--- src/rtl/ilj_pkg.sv ---
package ilj_pkg;
  localparam int          ILEN          = 32;
  localparam int          RIDX_W        = 5;
  localparam logic [1:0]  FULL_LEN_CODE = 2'b11;
  localparam int          SHORT_BYTES   = 2;
  localparam int          FULL_BYTES    = 4;

  typedef struct packed {
    logic illegal;
    logic misal;
    logic taken;
    logic link_we;
  } ilj_flags_t;
endpackage

--- src/rtl/ilj_len_class.sv ---
module ilj_len_class
  import ilj_pkg::*;
#(
  parameter int XLEN = 32
) (
  input  logic [1:0]      len_bits,
  input  logic [XLEN-1:0] pc,
  output logic            is_short,
  output logic [XLEN-1:0] succ_pc
);
  localparam logic [XLEN-1:0] STEP_S = XLEN'(SHORT_BYTES);
  localparam logic [XLEN-1:0] STEP_F = XLEN'(FULL_BYTES);

  always_comb begin
    is_short = (len_bits != FULL_LEN_CODE);
    succ_pc  = pc + (is_short ? STEP_S : STEP_F);
  end
endmodule

--- src/rtl/ilj_jump_chk.sv ---
module ilj_jump_chk #(
  parameter int XLEN = 32
) (
  input  logic [XLEN-1:0] pc,
  input  logic [XLEN-1:0] imm,
  input  logic            short_en,
  output logic [XLEN-1:0] target,
  output logic            unaligned
);
  always_comb begin
    target = pc + imm;
    // short instructions enabled: halfword granularity; otherwise word
    if (short_en) unaligned = target[0];
    else          unaligned = |target[1:0];
  end
endmodule

--- src/rtl/insn_len_jchk.sv ---
module insn_len_jchk
  import ilj_pkg::*;
#(
  parameter int XLEN = 32
) (
  input  logic              clk,
  input  logic              rst_n,
  input  logic              in_valid,
  input  logic [ILEN-1:0]   insn,
  input  logic [XLEN-1:0]   fetch_pc,
  input  logic              short_en,
  input  logic              is_jump,
  input  logic [XLEN-1:0]   jump_imm,
  input  logic [RIDX_W-1:0] rd_idx,
  output logic              out_valid,
  output logic              insn_short,
  output logic [XLEN-1:0]   seq_pc,
  output logic [XLEN-1:0]   jump_target,
  output logic              jump_taken,
  output logic [XLEN-1:0]   link_data,
  output logic              link_we,
  output logic              illegal,
  output logic              misaligned,
  output logic [XLEN-1:0]   bad_addr
);
  logic            short_c;
  logic [XLEN-1:0] succ_c;
  logic [XLEN-1:0] tgt_c;
  logic            unal_c;
  ilj_flags_t      flags_c;

  ilj_len_class #(.XLEN(XLEN)) u_len (
    .len_bits (insn[1:0]),
    .pc       (fetch_pc),
    .is_short (short_c),
    .succ_pc  (succ_c)
  );

  ilj_jump_chk #(.XLEN(XLEN)) u_jchk (
    .pc        (fetch_pc),
    .imm       (jump_imm),
    .short_en  (short_en),
    .target    (tgt_c),
    .unaligned (unal_c)
  );

  // outcome priority: illegal length, then misalignment, then taken jump
  always_comb begin
    flags_c.illegal = short_c & ~short_en;
    flags_c.misal   = is_jump & ~flags_c.illegal & unal_c;
    flags_c.taken   = is_jump & ~flags_c.illegal & ~unal_c;
    flags_c.link_we = flags_c.taken & (rd_idx != '0);
  end

  // state
  logic            vld_q,   vld_d;
  ilj_flags_t      flg_q,   flg_d;
  logic            short_q, short_d;
  logic [XLEN-1:0] succ_q,  succ_d;
  logic [XLEN-1:0] tgt_q,   tgt_d;
  logic [XLEN-1:0] bad_q,   bad_d;

  always_comb begin
    vld_d   = in_valid;
    flg_d   = in_valid ? flags_c : '0;
    short_d = short_q;
    succ_d  = succ_q;
    tgt_d   = tgt_q;
    bad_d   = bad_q;
    if (in_valid) begin
      short_d = short_c;
      succ_d  = succ_c;
      tgt_d   = tgt_c;
      bad_d   = flags_c.misal ? fetch_pc : '0;
    end
  end

  always_ff @(posedge clk or negedge rst_n) begin
    if (!rst_n) begin
      vld_q   <= 1'b0;
      flg_q   <= '0;
      short_q <= 1'b0;
      succ_q  <= '0;
      tgt_q   <= '0;
      bad_q   <= '0;
    end else begin
      vld_q   <= vld_d;
      flg_q   <= flg_d;
      short_q <= short_d;
      succ_q  <= succ_d;
      tgt_q   <= tgt_d;
      bad_q   <= bad_d;
    end
  end

  assign out_valid   = vld_q;
  assign insn_short  = short_q;
  assign seq_pc      = succ_q;
  assign jump_target = tgt_q;
  assign jump_taken  = flg_q.taken;
  assign link_data   = succ_q;
  assign link_we     = flg_q.link_we;
  assign illegal     = flg_q.illegal;
  assign misaligned  = flg_q.misal;
  assign bad_addr    = bad_q;


  excl_outcome_chk: assert property (@(posedge clk) disable iff (!rst_n)
    $onehot0({illegal, misaligned, jump_taken}));


  valid_latency_chk: assert property (@(posedge clk) disable iff (!rst_n)
    in_valid |=> out_valid);


  idle_quiet_chk: assert property (@(posedge clk) disable iff (!rst_n)
    !out_valid |-> !(illegal || misaligned || jump_taken || link_we));


  link_needs_jump_chk: assert property (@(posedge clk) disable iff (!rst_n)
    link_we |-> jump_taken);


  illegal_short_chk: assert property (@(posedge clk) disable iff (!rst_n)
    illegal |-> insn_short);


  bad_addr_src_chk: assert property (@(posedge clk) disable iff (!rst_n)
    (in_valid && is_jump && !short_en && (insn[1:0] == FULL_LEN_CODE)
     && ((fetch_pc[1:0] + jump_imm[1:0]) != 2'b00))
    |=> (misaligned && bad_addr == $past(fetch_pc)));
endmodule

--- config.mk ---
export PLATFORM = sky130hd
export DESIGN_NAME = insn_len_jchk
export DESIGN_NICKNAME = d
export VERILOG_FILES = /design/src/rtl/ilj_pkg.sv /design/src/rtl/ilj_len_class.sv /design/src/rtl/ilj_jump_chk.sv /design/src/rtl/insn_len_jchk.sv
export SDC_FILE = /design/constraint.sdc
export NUM_CORES = 1
export LEC_CHECK = 0
export BUFFER_PORTS_ARGS = -buffer_cell sky130_fd_sc_hd__buf_2
export CAP_MARGIN = 20
export CELL_PAD_IN_SITES_DETAIL_PLACEMENT = 1
export CELL_PAD_IN_SITES_GLOBAL_PLACEMENT = 1
export CORE_MARGIN = 2
export CORE_UTILIZATION = 30
export DETAILED_ROUTE_END_ITERATION = 16
export GPL_TIMING_DRIVEN = 0
export PLACE_DENSITY = 0.76
export SLEW_MARGIN = 0
export SYNTH_ARGS = -nofsm -noshare
export SYNTH_HDL_FRONTEND = slang
export SYNTH_HIERARCHICAL = 1
export SYNTH_SLANG_ARGS = --single-unit
--- constraint.sdc ---
create_clock -name clk -period 2.2 [get_ports clk]
set_input_delay 0.22 -clock clk [delete_from_list [all_inputs] [get_ports clk]]
set_output_delay 0.22 -clock clk [all_outputs]
set_load 0.01 [all_outputs]
### Word level (Yosys, flattened, before mapping)

Cells that the tools add are included.

* add/sub/neg operators: 2
* multipliers: 0
* div/mod/pow operators: 0
* $lt $le $gt $ge: 0
* equal/unequal tests: 1
* shift-type cells: 0
* mux-type cells: 4
* bitwise gates (word level): 8
* reduce and logical (&&, ||, !) cells: 2

Operators with widths (count)
* 32-bit adder: 2
* 32-bit 2-to-1 mux: 1
* 1-bit bitwise AND: 5
* 5-bit nonzero test: 1
* 4-bit 2-to-1 mux: 1
* 3-bit 2-to-1 mux: 1
* 1-bit NOT: 3
* 2-bit inequality test, second input constant: 1
* 2-bit OR reduction: 1
* 1-bit 2-to-1 mux: 1

* flip-flop bits (word level): 102
* bits in latches: 0
* RAM bits: 0
* ROM bits: 0
* input port bits: 106
* output and inout bits: 134
* word-level logic and storage cells: 26
* memories: 0

### Longest topological paths before layout

Gate-level depths: netlist of run 1.

* depth after elaboration: 7
* gate-level depth with buffers: 9
* gate-level depth less buffers: 9

### Hierarchy

The synthesis of run 1 kept the hierarchy.

By module, submodules not included
* insn_len_jchk: times used 1, cells an instance 254, area each 3970.1 um^2, sequential area each 2552.4 um^2
* ilj_jump_chk: times used 1, cells an instance 277, area each 2057.0 um^2, sequential area each 0.0 um^2
* ilj_len_class: times used 1, cells an instance 94, area each 686.9 um^2, sequential area each 0.0 um^2

### Worst setup path before layout of run 1

No wires, ideal clock.

* kind: input port to flip-flop
* start: input fetch_pc[0]
* end: register tgt_q[26], in the netlist jump_target[26]
* setup time: 0.064 ns
* arrival: 2.340 ns
* data required time: 2.136 ns
* setup slack: -0.204 ns
* stages: 9
* path buffers: 0
* cell sequence: ha_1 fa_1 a21o_1 a311oi_1 or4_4 a2111oi_4 or4_1 nand3_1 mux2_2

* cells in the longest elaborated chain, start to end: 1

RTL lines
* start, declared: line insn_len_jchk.sv:10 `input logic [XLEN-1:0] fetch_pc,`
* 32-bit adder: line ilj_jump_chk.sv:11 `target = pc + imm;`
* named net tgt_c[26]: line insn_len_jchk.sv:28 `logic [XLEN-1:0] tgt_c;`
* end signal, assigned: line insn_len_jchk.sv:91 `tgt_q <= tgt_d;`
* end, declared: line insn_len_jchk.sv:60 `logic [XLEN-1:0] tgt_q, tgt_d;`

The timed path passes the listed nets, and every way through them passes these cells.
A chain may end at the register's enable or synchronous reset.

### Worst setup path after layout of run 1

* start: input fetch_pc[18]
* end: register tgt_q[26], in the netlist jump_target[26]

Same word-level chain as after synthesis.

==> results by group, run 1 <==
Status
  – Status: finished with violations
  – Failing checks: negative setup slack

GRT
  – First-pass GRT wire length: 35,000 µm
  – Gr usage total: 18.9%
  – Antenna violations before repair: 5
  – Pin count of the biggest net entering global routing: 58
  – Number of global-route vias before repair: 6,115
  – Grt total ovfl: 0

Worst setup path
  – Register-to-Register Setup Slack: 1.39 ns
  – Startpoint Class: input port
  – Crit Path Max Fanout: 7
  – Setup CP Type: in2reg
  – CP arrival: 2.50 ns
  – Crit. End Element: register
  – CP required: 2.50 ns

Place
  – Detailed placement HPWL: 17,500 µm
  – # port buffers: 209
  – Placer Congestion: 0.857
  – Pre-CTS WS: -0.726 ns
  – Post-Place Cells: 1,115

Timing
  – Final min period: 2.20 ns
  – Worst slew pin tran: 0.802 ns
  – Period utilisation layout: 100%
  – RSZ-0062 raised after global routing: yes
  – Setup-failing EPs final: 1
  – Maximum operating frequency: 454 MHz
  – Slew HR: 46.5%
  – Setup ws final: -0.00407 ns
  – Slew Viols, Final: 0
  – Worst Skew: 0 ns
  – Hold slack final: 0.0390 ns
  – Final Hold Fails: 0

Power
  – Comb power frac: 33.7%
  – PwrDens: 668 nW/µm²
  – NetSw: 1990 µW
  – Sequential share of power: 38.8%
  – Switching Fraction: 33.7%
  – Leak Pwr: 0.00415 µW
  – Clock power share: 27.6%
  – Peak VDD IR: 0.291 mV
  – Internal cell power: 3910 µW

Finish
  – Post-Route Utilization: 40.4%
  – Most frequent cells in the layout: buf_2, dfrtp_1, mux2_2
  – Share of layout cells above drive strength 1: 47.5%
  – Layout Area Growth over Synthesis: 31.6%
  – Non-filler cells, final: 1,150
  – Commonest non-fill, non-tap cell in the layout: buf_2
  – Count of nets after finishing: 999

Clock network
  – Clk_lat worst skew: 0.35 ns
  – TritonCTS Sinks: 102
  – Clock transition at the registers of the reported paths: 0.08 ns
  – CTS H-tree lvls: 3
  – CTS Buffer Depth: 2
  – Root buffer cell: clkbuf_16
  – CTS Buf Count: 9
  – CTS tree: yes

Route
  – DRT met1 WL: 9570 µm
  – Final antenna-violating net count: 0
  – DRT iter0 DRCs: 236
  – Met3 routed WL: 963 µm
  – Routed vias/inst: 5.06
  – Met2 wire len: 11,100 µm
  – DRC viols: 0
  – Detailed-route via count: 5,817
  – Highest routed layer: met4
  – First drt pass iteration count: 4
  – Routed WL: 22,400 µm
  – WL/cell: 19.5 µm

Synthesis
  – Yosys reg bits: 102
  – Synth warn: 6
  – Mapped Area: 6710 µm²
  – Syn Area/Cell: 10.7 µm²
  – Mapped Cells: 625
  – Most used DFF post-synth: dfrtp_1
  – Synth async-reset ratio: 100%
  – Synth unique cells: 78
  – Syn_nets: 764
  – Register area share after synthesis: 38.0%
  – Number of enable flip-flop cells after synthesis: 0

Floorplanning
  – Cell Rows: 54
  – Core Area: 21,900 µm²
  – Io pins: 240
  – Die area: 23,600 µm²
  – Die H: 154 µm
  – Die X: 154 µm
  – Starting density of the core: 30.7%

Hold path
  – Hold crit path type: in2reg

Job
  – Max Cap Viol: 0
==> per-layer routing <==
metal / vias up / GRT usage (%)
li1: 2769 / -
met1: 2873 / 23.2
met2: 138 / 32.8
met3: 37 / 3.30
met4: 0 / 7.51
met5: - / 0
==> per-stage QoR <==
step / power, µW / setup TNS, ns / cell area (µm²)
CTS: 5920 / 0 / 8680
finish: 5900 / -0.00407 / 8840
global route: 6240 / -0.241 / 8840
global placement: 4160 / -38.41 / 8170
floorplan: 3430 / -0.219 / 6780
detailed placement: 4220 / -8.14 / 8200
==> logic make-up (layout without fill, tap and decap cells) <==
kind of cell | Yosys count | in the layout | share of synthesized area [%]
AND/OR/NAND/NOR | 151 | 151 | 13.4
adder cells (fa/ha/maj) | 33 | 33 | 6.26
AO/OA/AOI/OAI | 142 | 142 | 16.3
multiplexers | 70 | 70 | 11.7
XOR/XNOR | 53 | 53 | 6.91
flip-flops | 102 | 102 | 38.0
buffers and inverters | 74 | 314 | 7.53
other | 0 | 5 | 0
==> Yosys cell counts, types with 11 or more instances <==
cell type,count,area share [%]
xor2_1,16,2.1
nor2_1,30,1.7
ha_1,32,6.0
xnor2_1,37,4.8
o21ai_0,11,0.82
a21oi_1,29,2.2
mux2_2,66,11
dfrtp_1,102,38
nand3_1,17,1.3
nand2_1,29,1.6
nand4_1,17,1.6
a21o_1,15,1.7
inv_1,16,0.89
buf_4,39,4.4
a22o_1,32,4.2
==> flip-flops by register name, indices dropped and copies added (netlist names) <==
| register | flops |
|---|---|
| misaligned | 1 |
| link_data | 32 |
| link_we | 1 |
| jump_target | 32 |
| illegal | 1 |
| bad_addr | 32 |
| out_valid | 1 |
| jump_taken | 1 |
| insn_short | 1 |
==> power by group through the flow <==
stage	sequential [µW]	combinational [µW]	clock [µW]
2_1_floorplan	2430	1000	0
5_1_grt	2330	2170	1740
3_5_place_dp	2330	1890	0
4_1_cts	2290	1950	1670
3_3_place_gp	2310	1850	0
6_report	2290	1990	1630
==> worst paths after layout <==
kind / to / from / cells past startpoint
hold / removal: out_valid / in_valid / 1
setup / recovery: jump_target[26] / fetch_pc[18] / 10
hold reg to reg: jump_target[29] / jump_target[29] / 1
max in group asynchronous: link_data[21] / rst_n / 3
min in group asynchronous: jump_target[8] / rst_n / 2
setup reg to reg: link_data[1] / link_data[1] / 1
==> area by class of cell <==
class | count | area, µm²
multi-input cells | 449 | 3920
clock inverters | 6 | 53.8
repair buffers | 225 | 1210
fillers | 2515 | 13100
well taps | 280 | 350
inverters | 16 | 60.1
flip-flops and latches | 102 | 2550
diodes | 5 | 12.5
plain buffers | 57 | 438
clock buffers | 10 | 239
==> repair_timing <==
item | CTS | global route
pin swaps | 16 | 11
hold buffers | 1 | 0
hold endpoints to repair | 52 | 0
resized for setup | 21 | 25
setup buffers | 6 | 8
endpoints found under the setup margin | 10 | 10
==> worst max-delay path, cell delays in order <==
cell      delay, ns
buf_2          0.15
ha_1           0.31
buf_6          0.14
and3_4         0.18
a211o_1        0.30
o311ai_4       0.29
o21ai_1        0.17
or4_1          0.49
nand3_1        0.11
mux2_2         0.14
(Power assumes the default switching activity.)
==> inputs of run 2 (changes only) <==
--- a/config.mk
+++ b/config.mk
@@ -13,6 +13,7 @@
 export CORE_UTILIZATION = 30
 export DETAILED_ROUTE_END_ITERATION = 16
 export GPL_TIMING_DRIVEN = 0
+export HOLD_SLACK_MARGIN = 0.08
 export PLACE_DENSITY = 0.76
 export SLEW_MARGIN = 0
 export SYNTH_ARGS = -nofsm -noshare
==> run 2 against run 1 <==
- the flow still finishes with violations (negative setup slack)
- final cell count is essentially flat
- die area is the same
- first-iteration DRC count down 4.7%
- critical endpoint unchanged
- worst hold slack improved by 0.11 ns
- register-to-register slack is essentially flat
- sequential share of layout area hardly changed
==> results by group, run 2 (same netlist as run 1, synthesis figures left out) <==
Status
  – Status: finished with violations
  – Failing checks: negative setup slack

Power
  – PwrDens: 666 nW/µm² (-0.22%)
  – Leak Pwr: 0.00416 µW (+0.10%)
  – Peak VDD IR: 0.290 mV (-0.25%)

Place
  – Dpl cell area: 8200 µm² (unchanged)
  – Post-Place Cells: 1,115 (unchanged)
  – Detailed placement HPWL: 17,500 µm (unchanged)
  – Pre-CTS WS: -0.726 ns (unchanged)
  – Placer Congestion: 0.857 (unchanged)
  – # port buffers: 209 (unchanged)

Worst setup path
  – Startpoint Class: input port
  – Largest stage delay, worst path: 0.49 ns (about the same)
  – Crit path max-delay cell type: or4_1
  – Crit-path cells: buf_2, ha_1, buf_6, and3_4, a211o_1, o311ai_4, o21ai_1, or4_1, nand3_1, mux2_2
  – Setup CP Type: in2reg
  – Crit Path Max Fanout: 7 (unchanged)
  – CP required: 2.50 ns (about the same)
  – Crit. End Element: register
  – CP arrival: 2.51 ns (about the same)

Clock network
  – Clock transition at the registers of the reported paths: 0.08 ns (about the same)
  – CTS Buffer Depth: 2 (unchanged)
  – TritonCTS Sinks: 102 (unchanged)
  – Root buffer cell: clkbuf_16
  – CTS Buf Count: 9 (unchanged)
  – CTS tree: yes
  – Clk_lat worst skew: 0.35 ns (about the same)
  – CTS H-tree lvls: 3 (unchanged)

Timing
  – Worst Skew: 0 ns (unchanged)
  – RSZ-0062 raised after global routing: yes
  – Hold slack final: 0.147 ns (+0.108 ns)
  – Final setup TNS: -0.00544 ns (-0.00137 ns)
  – Setup-failing EPs final: 1 (unchanged)
  – Period utilisation layout: 100% (about the same)
  – Setup ws final: -0.00544 ns (-0.00137 ns)
  – Maximum operating frequency: 453 MHz (about the same)
  – Final min period: 2.21 ns (+0.00137 ns)
  – Worst slew pin tran: 0.803 ns (+0.000856 ns)
  – Slew HR: 46.5% (-0.057 points)
  – Slew Viols, Final: 0 (unchanged)
  – Final Hold Fails: 0 (unchanged)

Hold path
  – Hold crit path type: in2reg

Floorplanning
  – Die H: 154 µm (unchanged)
  – Io pins: 240 (unchanged)
  – Starting density of the core: 30.7% (unchanged)
  – Core Area: 21,900 µm² (unchanged)
  – Cell Rows: 54 (unchanged)
  – Die X: 154 µm (unchanged)
  – Die area: 23,600 µm² (unchanged)

Finish
  – Layout Area Growth over Synthesis: 31.8%
  – Count of nets after finishing: 1,000 (+0.10%)
  – FF/Latch Area: 2550 µm² (unchanged)
  – Commonest non-fill, non-tap cell in the layout: buf_2
  – Non-filler cells, final: 1,151 (+0.087%)
  – Area of the multi-input gates: 3920 µm² (unchanged)
  – Share of layout cells above drive strength 1: 47.5% (-0.055 points)
  – Fill cells: 2,514 (-0.040%)
  – Most frequent cells in the layout: buf_2, dfrtp_1, mux2_2
  – Layout Cell Area excl Fill: 8850 µm² (+0.11%)

Route
  – Routed WL: 22,400 µm (about the same)
  – First drt pass iteration count: 4 (unchanged)
  – Detailed-route via count: 5,831 (+0.24%)
  – Final antenna-violating net count: 0 (unchanged)
  – WL/cell: 19.4 µm (-0.11%)
  – Routed vias/inst: 5.07 (+0.15%)
  – DRT iter0 DRCs: 225 (-4.7%)
  – DRC viols: 0 (unchanged)

GRT
  – First-pass GRT wire length: 35,000 µm (+0.12%)
  – Pin count of the biggest net entering global routing: 58 (unchanged)
  – Antenna violations before repair: 5 (unchanged)
  – Grt total ovfl: 0 (unchanged)
  – Gr usage total: 18.9% (about the same)
  – Number of global-route vias before repair: 6,125 (+0.16%)

Job
  – Max Cap Viol: 0 (unchanged)
-- run 2: cell count changes in the layout (fill, tap and decap cells not counted), sizes merged --
cell / delta
dlygate4sd3: +1
-- run 2: power by group --
group / internal (µW) / switching, µW / total, µW
Combinational: 963 / 1030 / 1990
Clock: 818 / 800 / 1620
Sequential: 2130 / 156 / 2290
-- run 2: per-stage QoR --
stage,util (%),total power (µW)
6_report,40.4,5900
3_3_place_gp,37.3,4160
4_1_cts,39.7,5920
2_1_floorplan,-,3430
5_1_grt,40.4,6240
3_5_place_dp,37.5,4220
-- run 2: worst max-delay path, delay by kind of cell --
kind	cells	cell delay, ns
AND/OR/NAND/NOR	3	0.78
AO/OA/AOI/OAI	3	0.76
adder cells (fa/ha/maj)	1	0.31
buffers and inverters	2	0.29
multiplexers	1	0.14
-- run 2: layout make-up --
cell class / count / share of cell area (%)
Antenna cell: 5 / 0.141
Buffer: 57 / 4.95
Clock buffer: 10 / 2.70
Clock inverter: 6 / 0.608
Inverter: 16 / 0.679
Multi-Input combinational cell: 449 / 44.3
Sequential cell: 102 / 28.8
Tap cell: 280 / 3.96
Timing Repair Buffer: 226 / 13.8
-- run 2: final timing paths --
check,from,to,slack (ns),depth (start not counted)
min in group asynchronous,rst_n,jump_target[8],0.49,2
min reg2reg,jump_target[29],jump_target[29],0.50,1
max in group asynchronous,rst_n,link_data[20],1.01,3
max,fetch_pc[18],jump_target[26],-0.005,10
min,fetch_pc[31],bad_addr[31],0.15,2
max reg2reg,link_data[20],link_data[20],1.39,1
-- run 2: routing by layer --
layer | vias to the layer above | part of all wire [%] | GRT usage, %
met2 | 133 | 50 | 32.8
met3 | 36 | 4.0 | 3.30
li1 | 2766 | - | -
met5 | - | 0 | 0
met1 | 2896 | 43 | 23.2
met4 | 0 | 3.3 | 7.51
-- run 2: timing repair --
item / CTS / global route
setup endpoints to repair: 10 / 10
endpoints found under the hold margin: 57 / 0
setup buffers: 6 / 8
pin swaps: 16 / 11
cloned: 0 / 0
hold buffers: 2 / 0
gates resized for setup: 21 / 25
==> inputs of run 3 (changes only) <==
--- a/config.mk
+++ b/config.mk
@@ -10,11 +10,11 @@
 export CELL_PAD_IN_SITES_DETAIL_PLACEMENT = 1
 export CELL_PAD_IN_SITES_GLOBAL_PLACEMENT = 1
 export CORE_MARGIN = 2
-export CORE_UTILIZATION = 30
+export CORE_UTILIZATION = 41
 export DETAILED_ROUTE_END_ITERATION = 16
 export GPL_TIMING_DRIVEN = 0
 export HOLD_SLACK_MARGIN = 0.08
-export PLACE_DENSITY = 0.76
+export PLACE_DENSITY = 0.95
 export SLEW_MARGIN = 0
 export SYNTH_ARGS = -nofsm -noshare
 export SYNTH_HDL_FRONTEND = slang
==> run 3 against run 2 <==
- the flow still finishes with violations (negative setup slack)
- sequential share of layout area grew 0.065 points
- setup slack lost 0.21 ns
- via count grew 6.5%
- die area shrank 26%
- maximum frequency shrank 8.6%
- largest power group unchanged
- register-to-register slack lost 0.05 ns
==> results by group, run 3 (same netlist as run 1, synthesis figures left out) <==
Finish
  – Most frequent cells in the layout: buf_2, dfrtp_1, mux2_2
  – Layout Cell Area excl Fill: 8830 µm² (-0.23%)
  – Count of nets after finishing: 1,001 (+0.10%)
  – Fill cells: 1,822 (-28%)
  – Share of layout cells above drive strength 1: 47.4% (-0.055 points)
  – Post-Route Utilization: 55.4% (+15 points)
  – FF/Latch Area: 2550 µm² (unchanged)
  – Layout Area Growth over Synthesis: 31.5%
  – Area of the multi-input gates: 3970 µm² (+1.2%)
  – Commonest non-fill, non-tap cell in the layout: buf_2

Route
  – Routed WL: 24,200 µm (+8.3%)
  – Detailed-route via count: 6,212 (+6.5%)
  – DRT iter0 DRCs: 549 (+140%)
  – DRC viols: 0 (unchanged)
  – WL/cell: 22.2 µm (+14%)
  – Routed vias/inst: 5.70 (+13%)
  – Final antenna-violating net count: 0 (unchanged)
  – First drt pass iteration count: 5 (+1)

Timing
  – Setup ws final: -0.213 ns (-0.207 ns)
  – Worst Skew: 0 ns (unchanged)
  – Hold slack final: 0.119 ns (-0.0275 ns)
  – Final min period: 2.41 ns (+0.207 ns)
  – Final setup TNS: -0.693 ns (-0.688 ns)
  – RSZ-0062 raised after global routing: yes
  – Slew Viols, Final: 0 (unchanged)
  – Maximum operating frequency: 414 MHz (-8.6%)
  – Final Hold Fails: 0 (unchanged)
  – Slew HR: 49.1% (+2.6 points)
  – Period utilisation layout: 110% (+9.4 points)
  – Worst slew pin tran: 0.764 ns (-0.0391 ns)
  – Setup-failing EPs final: 5 (+4)

Place
  – # port buffers: 209 (unchanged)
  – Placer Congestion: 0.890 (+3.9%)
  – Dpl cell area: 8120 µm² (-0.98%)
  – Detailed placement HPWL: 17,700 µm (+1.5%)

Power
  – Leak Pwr: 0.00417 µW (+0.35%)
  – Tot Pwr: 6010 µW (+1.9%)
  – PwrDens: 681 nW/µm² (+2.2%)
  – Peak VDD IR: 0.376 mV (+30%)

Floorplanning
  – Cell Rows: 46 (-15%)
  – Core Area: 15,900 µm² (-27%)
  – Io pins: 240 (unchanged)
  – Starting density of the core: 42.1% (+11 points)
  – Die X: 132 µm (-14%)
  – Die area: 17,400 µm² (-26%)
  – Die H: 132 µm (-14%)

Clock network
  – CTS Buffer Depth: 2 (unchanged)
  – Clk_lat worst skew: 0.37 ns (+0.02 ns)
  – CTS Buf Count: 9 (unchanged)
  – Clock transition at the registers of the reported paths: 0.07 ns (about the same)
  – TritonCTS Sinks: 102 (unchanged)
  – Root buffer cell: clkbuf_16
  – CTS tree: yes
  – CTS H-tree lvls: 3 (unchanged)

Status
  – Status: finished with violations
  – Failing checks: negative setup slack

Worst setup path
  – CP endpoint: jump_target[18]
  – Startpoint Class: input port
  – CP required: 2.45 ns (-0.05 ns)
  – Reg2Reg Depth: 1 (unchanged)
  – Crit. End Element: register
  – Crit Path Max Fanout: 4 (-3)
  – Worst r2r src: link_data[1]
  – Register-to-Register Setup Slack: 1.34 ns (-0.05 ns)
  – CP arrival: 2.67 ns (+0.16 ns)
  – Crit path from: fetch_pc[0]
  – R2r endpoint: link_data[1]
  – Setup CP Type: in2reg

GRT
  – Gr usage total: 27.0% (+8.1 points)
  – Number of global-route vias before repair: 6,604 (+7.8%)
  – Pin count of the biggest net entering global routing: 57 (-1.7%)
  – Antenna violations before repair: 5 (unchanged)
  – First-pass GRT wire length: 37,200 µm (+6.3%)
  – Grt total ovfl: 0 (unchanged)

Job
  – Max Cap Viol: 0 (unchanged)

Hold path
  – Hold crit path type: in2reg
[run 3: routing by layer]
metal | vias up | GRT usage [%] | share of wire (%) | wire length [µm]
li1 | 2769 | - | - | -
met1 | 3140 | 32.9 | 41 | 9940
met5 | - | 0 | 0 | 0
met2 | 234 | 46.1 | 50 | 12100
met4 | 0 | 14.8 | 4.8 | 1170
met3 | 69 | 3.69 | 4.3 | 1030
[run 3: worst min path at each step]
stage                       from        endpoint  slack [ns]  depth (start not counted)
floorplan                  rst_n     bad_addr[0]       -0.08                          0
global placement        in_valid       out_valid        0.43                          1
detailed placement         rst_n  jump_target[9]        0.34                          1
CTS                  fetch_pc[0]     bad_addr[0]        0.12                          2
global route        fetch_pc[18]    bad_addr[18]        0.15                          2
finish              fetch_pc[18]    bad_addr[18]        0.12                          2
[run 3: repair_timing]
action / 4_1_cts / 5_1_grt
endpoints found under the hold margin: 56 / 0
buffers inserted: 5 / 10
gates cloned: 0 / 0
pin swaps: 16 / 22
endpoints found under the setup margin: 7 / 10
gates resized for setup: 19 / 32
hold buffers: 2 / 0
[run 3: worst max-delay path: stages]
cell,delay (ns)
buf_8,0.10
ha_4,0.16
fa_2,0.38
a21o_1,0.24
a311o_1,0.33
nand4_1,0.25
a211oi_2,0.15
o41ai_2,0.37
xnor2_1,0.18
mux2_4,0.29
[run 3: layout make-up]
cell class              instances  share of cell area [%]
repair buffers                227                    14.0
flip-flops and latches        102                    28.9
plain buffers                  57                    4.96
multi-input cells             449                    44.9
clock buffers                   9                    2.55
clock inverters                 7                   0.737
diodes                          6                   0.170
well taps                     216                    3.06
inverters                      16                   0.680
[run 3: power breakdown]
part	total [µW]	internal, µW	leakage, µW	switching, µW
logic	2070	981	0.00277	1090
clock network	1640	800	0.000146	835
registers	2300	2130	0.00126	170
total	6010	3910	0.00417	2100
[run 3: metrics by stage]
stage	worst slack, ns	std cells
floorplan	-0.112	625
finish	-0.213	1089
global route	-0.254	1089
global placement	-0.526	1050
CTS	-0.00726	1074
detailed placement	-0.595	1051
